File: src/rtl/irqc_pkg.sv
package irqc_pkg;

  localparam int unsigned LINES_PER_GROUP = 8;
  localparam int unsigned GROUPS_PER_BANK = 4;
  localparam int unsigned BANK_DW         = LINES_PER_GROUP * GROUPS_PER_BANK;

  localparam logic [3:0] OFS_SET  = 4'h0;
  localparam logic [3:0] OFS_CLR  = 4'h4;
  localparam logic [3:0] OFS_STAT = 4'hC;

  typedef enum logic [1:0] {
    SEL_NONE = 2'd0,
    SEL_SET  = 2'd1,
    SEL_CLR  = 2'd2,
    SEL_STAT = 2'd3
  } reg_sel_e;

  function automatic int unsigned bank_of(input int unsigned grp);
    return grp / GROUPS_PER_BANK;
  endfunction

  function automatic int unsigned lane_of(input int unsigned grp);
    return grp % GROUPS_PER_BANK;
  endfunction

  function automatic int unsigned src_index(input int unsigned grp, input int unsigned line);
    return grp * LINES_PER_GROUP + line;
  endfunction

  function automatic int unsigned banks_for(input int unsigned groups);
    return (groups + GROUPS_PER_BANK - 1) / GROUPS_PER_BANK;
  endfunction

  function automatic int unsigned lanes_in_bank(input int unsigned groups, input int unsigned bank);
    int unsigned left;
    left = groups - bank * GROUPS_PER_BANK;
    return (left >= GROUPS_PER_BANK) ? GROUPS_PER_BANK : left;
  endfunction

  function automatic logic [BANK_DW-1:0] lane_mask(input int unsigned lanes);
    logic [BANK_DW-1:0] m;
    m = '0;
    for (int unsigned l = 0; l < GROUPS_PER_BANK; l++) begin
      if (l < lanes) m[l*LINES_PER_GROUP +: LINES_PER_GROUP] = '1;
    end
    return m;
  endfunction

  function automatic reg_sel_e decode_ofs(input logic [3:0] ofs);
    case (ofs)
      OFS_SET:  return SEL_SET;
      OFS_CLR:  return SEL_CLR;
      OFS_STAT: return SEL_STAT;
      default:  return SEL_NONE;
    endcase
  endfunction

endpackage

File: src/rtl/irqc_sync.sv
module irqc_sync #(
  parameter int unsigned WIDTH = 8
) (
  input  logic             clk_i,
  input  logic             rst_ni,
  input  logic [WIDTH-1:0] d_i,
  output logic [WIDTH-1:0] q_o
);

  logic [WIDTH-1:0] stage1_q;
  logic [WIDTH-1:0] stage2_q;

  always_ff @(posedge clk_i or negedge rst_ni) begin
    if (!rst_ni) begin
      stage1_q <= '0;
      stage2_q <= '0;
    end else begin
      stage1_q <= d_i;
      stage2_q <= stage1_q;
    end
  end

  assign q_o = stage2_q;

  // cycles since reset, saturating, so the delay check never looks before reset
  logic [1:0] age_q;
  always_ff @(posedge clk_i or negedge rst_ni) begin
    if (!rst_ni)            age_q <= 2'd0;
    else if (age_q != 2'd2) age_q <= age_q + 2'd1;
  end

  a_r5_sync_two_edges: assert property (@(posedge clk_i) disable iff (!rst_ni)
    (age_q == 2'd2) |-> (q_o == $past(d_i, 2)));

endmodule

File: src/rtl/irqc_bank.sv
module irqc_bank
  import irqc_pkg::*;
#(
  parameter int unsigned LANES = GROUPS_PER_BANK
) (
  input  logic               clk_i,
  input  logic               rst_ni,
  input  logic               set_we_i,
  input  logic               clr_we_i,
  input  logic [BANK_DW-1:0] wdata_i,
  input  logic [BANK_DW-1:0] src_s_i,
  output logic [BANK_DW-1:0] en_o,
  output logic [BANK_DW-1:0] status_o
);

  localparam logic [BANK_DW-1:0] LIVE_MASK = lane_mask(LANES);

  logic [BANK_DW-1:0] en_q;
  logic [BANK_DW-1:0] wbits;

  assign wbits = wdata_i & LIVE_MASK;

  always_ff @(posedge clk_i or negedge rst_ni) begin
    if (!rst_ni) begin
      en_q <= '0;
    end else if (set_we_i) begin
      en_q <= en_q | wbits;
    end else if (clr_we_i) begin
      en_q <= en_q & ~wbits;
    end
  end

  assign en_o     = en_q;
  assign status_o = src_s_i & en_q & LIVE_MASK;

  a_r2_set_bits_rise: assert property (@(posedge clk_i) disable iff (!rst_ni)
    set_we_i |=> ((en_o & $past(wbits)) == $past(wbits)));

  a_r2_set_keeps_rest: assert property (@(posedge clk_i) disable iff (!rst_ni)
    set_we_i |=> ((en_o & ~$past(wbits)) == ($past(en_o) & ~$past(wbits))));

  a_r3_clr_bits_fall: assert property (@(posedge clk_i) disable iff (!rst_ni)
    (clr_we_i && !set_we_i) |=> ((en_o & $past(wbits)) == '0));

  a_r3_clr_keeps_rest: assert property (@(posedge clk_i) disable iff (!rst_ni)
    (clr_we_i && !set_we_i) |=> ((en_o & ~$past(wbits)) == ($past(en_o) & ~$past(wbits))));

  a_r7_idle_stable: assert property (@(posedge clk_i) disable iff (!rst_ni)
    (!set_we_i && !clr_we_i) |=> $stable(en_o));

endmodule

File: src/rtl/irqc_group_out.sv
module irqc_group_out
  import irqc_pkg::*;
#(
  parameter int unsigned NUM_GROUPS = 20
) (
  input  logic                                  clk_i,
  input  logic                                  rst_ni,
  input  logic [NUM_GROUPS*LINES_PER_GROUP-1:0] status_i,
  output logic [NUM_GROUPS-1:0]                 irq_o
);

  logic [NUM_GROUPS-1:0] any_active;

  for (genvar g = 0; g < NUM_GROUPS; g++) begin : g_or
    assign any_active[g] = |status_i[src_index(g, 0) +: LINES_PER_GROUP];
  end

  always_ff @(posedge clk_i or negedge rst_ni) begin
    if (!rst_ni) irq_o <= '0;
    else         irq_o <= any_active;
  end

endmodule

File: src/rtl/irq_group_combiner.sv
module irq_group_combiner
  import irqc_pkg::*;
#(
  parameter int unsigned NUM_GROUPS = 20,
  parameter int unsigned ADDR_W     = 8
) (
  input  logic                                  clk_i,
  input  logic                                  rst_ni,
  input  logic [NUM_GROUPS*LINES_PER_GROUP-1:0] src_i,
  input  logic                                  wr_en_i,
  input  logic                                  rd_en_i,
  input  logic [ADDR_W-1:0]                     addr_i,
  input  logic [BANK_DW-1:0]                    wdata_i,
  output logic [BANK_DW-1:0]                    rdata_o,
  output logic [NUM_GROUPS-1:0]                 group_irq_o
);

  localparam int unsigned NUM_SRC    = NUM_GROUPS * LINES_PER_GROUP;
  localparam int unsigned NUM_BANKS  = banks_for(NUM_GROUPS);
  localparam int unsigned PAD_W      = NUM_BANKS * BANK_DW;
  localparam int unsigned BANK_IDX_W = ADDR_W - 4;
  localparam logic [BANK_IDX_W-1:0] LAST_BANK = BANK_IDX_W'(NUM_BANKS - 1);

  // synchronised sources
  logic [NUM_SRC-1:0] src_s;
  logic [PAD_W-1:0]   src_pad;

  irqc_sync #(.WIDTH(NUM_SRC)) i_sync (
    .clk_i (clk_i),
    .rst_ni(rst_ni),
    .d_i   (src_i),
    .q_o   (src_s)
  );

  assign src_pad = PAD_W'(src_s);

  // address decode
  logic [BANK_IDX_W-1:0] bank_idx;
  reg_sel_e              sel;
  logic                  bank_hit;
  logic                  reg_hit;

  assign bank_idx = addr_i[ADDR_W-1:4];
  assign sel      = decode_ofs(addr_i[3:0]);
  assign bank_hit = (bank_idx <= LAST_BANK);
  assign reg_hit  = bank_hit && (sel != SEL_NONE);

  // banks
  logic [PAD_W-1:0] en_all;
  logic [PAD_W-1:0] status_all;

  for (genvar b = 0; b < NUM_BANKS; b++) begin : g_bank
    logic sel_bank;
    assign sel_bank = wr_en_i && bank_hit && (bank_idx == BANK_IDX_W'(b));

    irqc_bank #(.LANES(lanes_in_bank(NUM_GROUPS, b))) i_bank (
      .clk_i   (clk_i),
      .rst_ni  (rst_ni),
      .set_we_i(sel_bank && (sel == SEL_SET)),
      .clr_we_i(sel_bank && (sel == SEL_CLR)),
      .wdata_i (wdata_i),
      .src_s_i (src_pad[b*BANK_DW +: BANK_DW]),
      .en_o    (en_all[b*BANK_DW +: BANK_DW]),
      .status_o(status_all[b*BANK_DW +: BANK_DW])
    );
  end

  // read path
  logic [BANK_DW-1:0] rd_word;

  always_comb begin
    rd_word = '0;
    for (int b = 0; b < NUM_BANKS; b++) begin
      if (bank_hit && (bank_idx == BANK_IDX_W'(b))) begin
        case (sel)
          SEL_SET, SEL_CLR: rd_word = en_all[b*BANK_DW +: BANK_DW];
          SEL_STAT:         rd_word = status_all[b*BANK_DW +: BANK_DW];
          default:          rd_word = '0;
        endcase
      end
    end
  end

  always_ff @(posedge clk_i or negedge rst_ni) begin
    if (!rst_ni) rdata_o <= '0;
    else         rdata_o <= rd_en_i ? rd_word : '0;
  end

  // group outputs
  irqc_group_out #(.NUM_GROUPS(NUM_GROUPS)) i_group_out (
    .clk_i   (clk_i),
    .rst_ni  (rst_ni),
    .status_i(status_all[NUM_SRC-1:0]),
    .irq_o   (group_irq_o)
  );

  // assertions
  logic ignored_wr;
  assign ignored_wr = wr_en_i && !(bank_hit && ((sel == SEL_SET) || (sel == SEL_CLR)));

  a_r7_ignored_write: assert property (@(posedge clk_i) disable iff (!rst_ni)
    ignored_wr |=> $stable(en_all));

  a_r7_unmapped_read_zero: assert property (@(posedge clk_i) disable iff (!rst_ni)
    (rd_en_i && !reg_hit) |=> (rdata_o == '0));

  a_r8_idle_read_zero: assert property (@(posedge clk_i) disable iff (!rst_ni)
    !rd_en_i |=> (rdata_o == '0));

  for (genvar g = 0; g < NUM_GROUPS; g++) begin : g_chk
    a_r6_masked_group_quiet: assert property (@(posedge clk_i) disable iff (!rst_ni)
      ($past(en_all[src_index(g, 0) +: LINES_PER_GROUP]) == '0) |-> !group_irq_o[g]);

    a_r6_needs_live_source: assert property (@(posedge clk_i) disable iff (!rst_ni)
      $rose(group_irq_o[g]) |-> ($past(src_s[src_index(g, 0) +: LINES_PER_GROUP]) != '0));
  end

endmodule

File: config.mk
export PLATFORM = sky130hd
export DESIGN_NAME = irq_group_combiner
export DESIGN_NICKNAME = d
export VERILOG_FILES = /design/src/rtl/irqc_pkg.sv /design/src/rtl/irqc_sync.sv /design/src/rtl/irqc_bank.sv /design/src/rtl/irqc_group_out.sv /design/src/rtl/irq_group_combiner.sv
export SDC_FILE = /design/constraint.sdc
export NUM_CORES = 1
export LEC_CHECK = 0
export ABC_AREA = 1
export BUFFER_PORTS_ARGS = -buffer_cell sky130_fd_sc_hd__buf_2
export CORE_ASPECT_RATIO = 0.5
export CORE_UTILIZATION = 55
export DETAILED_ROUTE_END_ITERATION = 10
export GPL_TIMING_DRIVEN = 0
export PLACE_DENSITY = 0.83
export SLEW_MARGIN = 40
export SYNTH_ARGS = -nofsm -noshare
export SYNTH_HDL_FRONTEND = slang
export SYNTH_HIERARCHICAL = 1
export SYNTH_SLANG_ARGS = --single-unit
File: constraint.sdc
create_clock -name clk_i -period 2.05 [get_ports clk_i]
set_input_delay 0.205 -clock clk_i [delete_from_list [all_inputs] [get_ports clk_i]]
set_output_delay 0.205 -clock clk_i [all_outputs]
set_load 0.01 [all_outputs]
==> results.py <==
metrics = {
    "outcome": {
        "status": "complete, but fails checks",
        "violations": "negative setup slack",
    },
    "cts": {
        "cts_root_buffer": "clkbuf_16",
        "cts_tree": "built",
        "clk_pin_slew_worst_paths_ps": 70,
        "cts.sinks": 532,
        "cts_buffers": 45,
        "insertion_delay_ps": 580,
        "cts_buffer_depth": 3,
        "cts_max_level": 2,
        "cts_setup_buffers": 0,
    },
    "die": {
        "die_x_um": 285,
        "die_y_um": 144,
        "ios": 256,
        "die_area_mm2": 0.0410,
        "core_area_mm2": 0.0392,
        "initial_core_util": 0.563,
        "rows": 51,
    },
    "placed_design": {
        "gp_congestion": 0.899,
        "dp_hpwl_um": 41400,
        "pre_cts_ws_ps": -733,
        "placedCellCount": 3370,
        "port_buffers": 255,
    },
    "setup_path": {
        "critPathRequiredTime_ps": 2540,
        "path_max_fanout": 10,
        "startpoint_type": "primary input",
        "critPathKind": "primary input to flop",
        "endpoint_kind": "flop",
        "arrival_ps": 2600,
    },
    "synthesis": {
        "synth_seq_cells": 532,
        "synth.area.top_cells": "dfrtp_1 60%, nand2_1 22%, inv_1 5.6%, a22oi_1 2.1%, a22o_1 1.2%",
        "netlist_instances": 2577,
        "syn-num-nets": 2785,
        "yosysTopAreaCellShare": 0.603,
        "synth_warnings": 6,
        "synth.avg_cell_area_um2": 8.57,
        "synth_area_mm2": 0.0221,
        "yosysSeqAreaShare": 0.603,
        "synth_cell_type_count": 27,
        "yosys.area.top_type": "dfrtp_1",
    },
    "pwr": {
        "ir_worst_vdd_mv": 0.559,
        "fin_total_pwr_mw": 22.3,
        "leakagePower_nw": 15.2,
        "power.density_mw_per_mm2": 802,
    },
    "timing": {
        "worst_hold_slack_ps": 97.6,
        "slew_headroom": 0.466,
        "period_share": 1.03,
        "setup_viol": 2,
        "hold_viol": 0,
        "fin_crit_ps": 2110,
        "drv_slew": 0,
        "tightestPinTransition_ps": 802,
        "skew_ps": 17.8,
        "max_clock_freq_mhz": 474,
        "postLayoutSetupSlackWorst_ps": -58.6,
    },
    "global_route": {
        "grt_usage": 0.333,
        "grt_pass1_wl_um": 103000,
        "grt_remaining_overflow": 0,
        "first_global_vias": 19600,
        "grt_max_degree": 77,
        "antenna_found_initial": 4,
    },
    "finish": {
        "final_cells": 3647,
        "num-nets-final": 3286,
        "synthToLayoutAreaGrowth_pct": 25.8,
        "drive_above_1_share": 0.160,
    },
    "route": {
        "routedWlPerCell_um": 18.9,
        "drt-vias-per-instance": 5.45,
        "drtIter0Drc": 2757,
        "drt_pass1_iterations": 7,
        "finalWirelength_um": 68800,
        "drc": 0,
        "ant_nets": 0,
        "vias": 19900,
    },
    "run": {
        "max_cap_violations": 0,
    },
    "hold_path": {
        "hold_class": "primary input to flop",
    },
}
-- layout by cell type, fill, tap and decap left out, types with 3 or more instances in the layout --
| master | count |
|---|---|
| buf_6 | 16 |
| nand3_1 | 33 |
| a22oi_1 | 63 |
| diode_2 | 4 |
| a21oi_1 | 4 |
| inv_1 | 330 |
| clkinv_2 | 4 |
| a22o_1 | 31 |
| clkbuf_8 | 10 |
| nor3_2 | 3 |
| nor2_1 | 51 |
| clkinvlp_4 | 3 |
| buf_2 | 285 |
| clkbuf_4 | 3 |
| clkbuf_16 | 47 |
| buf_16 | 8 |
| nand2_1 | 1319 |
| o21ai_0 | 32 |
| dfrtp_1 | 532 |
| clkbuf_2 | 8 |
| nand2_2 | 29 |
| inv_2 | 9 |
| buf_4 | 21 |
| dlygate4sd3_1 | 193 |
| a21oi_2 | 29 |
| bufinv_16 | 4 |
| clkinv_4 | 3 |
| nand2_4 | 3 |
| ha_1 | 4 |
| clkbuf_1 | 20 |
| buf_12 | 3 |
-- worst max-delay path: stages --
cell and delay, ps:
buf_2 90, nor2_1 150, inv_1 90, a21oi_4 190, inv_1 100, ha_1 180, nor2_1 460, clkbuf_1 600
o21ai_0 320, a21oi_2 200
-- synthesized netlist by cell type, drive strengths merged --
cell type and number:
nand3 34, dfrtp 532, a22oi 63, nor3 3, a21o 1, ha 4, inv 339, buf 74
a22o 31, a21oi 34, nor2 55, clkbuf 21, o21ai 32, nand4 2, a211oi 1, nand2 1351
-- worst paths after layout --
path | from | to | slack [ps] | depth (start not counted)
worst max register to register | flop | rdata_o[8] | 690 | 6
worst min-delay path | addr_i[7] | rdata_o[30] | 100 | 3
worst min register to register | i_sync/stage1_q[81] | i_sync/q_o[81] | 350 | 0
worst max-delay path | addr_i[1] | rdata_o[10] | -60 | 10
min in group asynchronous | rst_ni | i_sync/stage1_q[88] | 140 | 2
max in group asynchronous | rst_ni | i_sync/stage1_q[133] | 540 | 5
-- area by class of cell --
class / instances / area, um2
multi-input cells: 1611 / 6890
plain buffers: 93 / 657
fillers: 2618 / 11400
clock buffers: 66 / 1350
diodes: 4 / 10.0
well taps: 530 / 663
flip-flops and latches: 532 / 13300
repair buffers: 456 / 3440
clock inverters: 16 / 206
inverters: 339 / 1270
-- routing by layer --
layer,wire length (um),share of wire,global-route usage
met5,0,0,0
met4,4880,0.071,0.237
met3,7670,0.11,0.0681
met2,32700,0.47,0.549
met1,23600,0.34,0.398
-- power breakdown --
part | total, mW | internal, mW | switching, mW
Clock | 9.20 | 5.10 | 4.10
Combinational | 1.82 | 0.716 | 1.11
Sequential | 11.3 | 11.0 | 0.273
-- stage by stage --
step | setup TNS [ps] | utilization | instance area [um2]
after CTS | 0 | 0.707 | 27800
after global placement | -5110910 | 0.612 | 24000
after floorplan | 0 | - | 22100
after detailed placement | -58290 | 0.618 | 24300
final | -96.0 | 0.708 | 27800
after global routing | -8.76 | 0.708 | 27800
-- repair_timing --
| action | 4_1_cts | 5_1_grt |
|---|---|---|
| resized for setup | 5 | 18 |
| hold endpoints to repair | 521 | 0 |
| hold buffers | 193 | 0 |
| pin swaps | 0 | 0 |
| endpoints found under the setup margin | 32 | 58 |
-- cell families after synthesis --
group	after synthesis	synth area share
buf+inv	434	0.0867
flops	532	0.603
fa+ha+maj	4	0.00227
simple gates	1445	0.254
compound gates	162	0.0543
(Power assumes the default switching activity.)
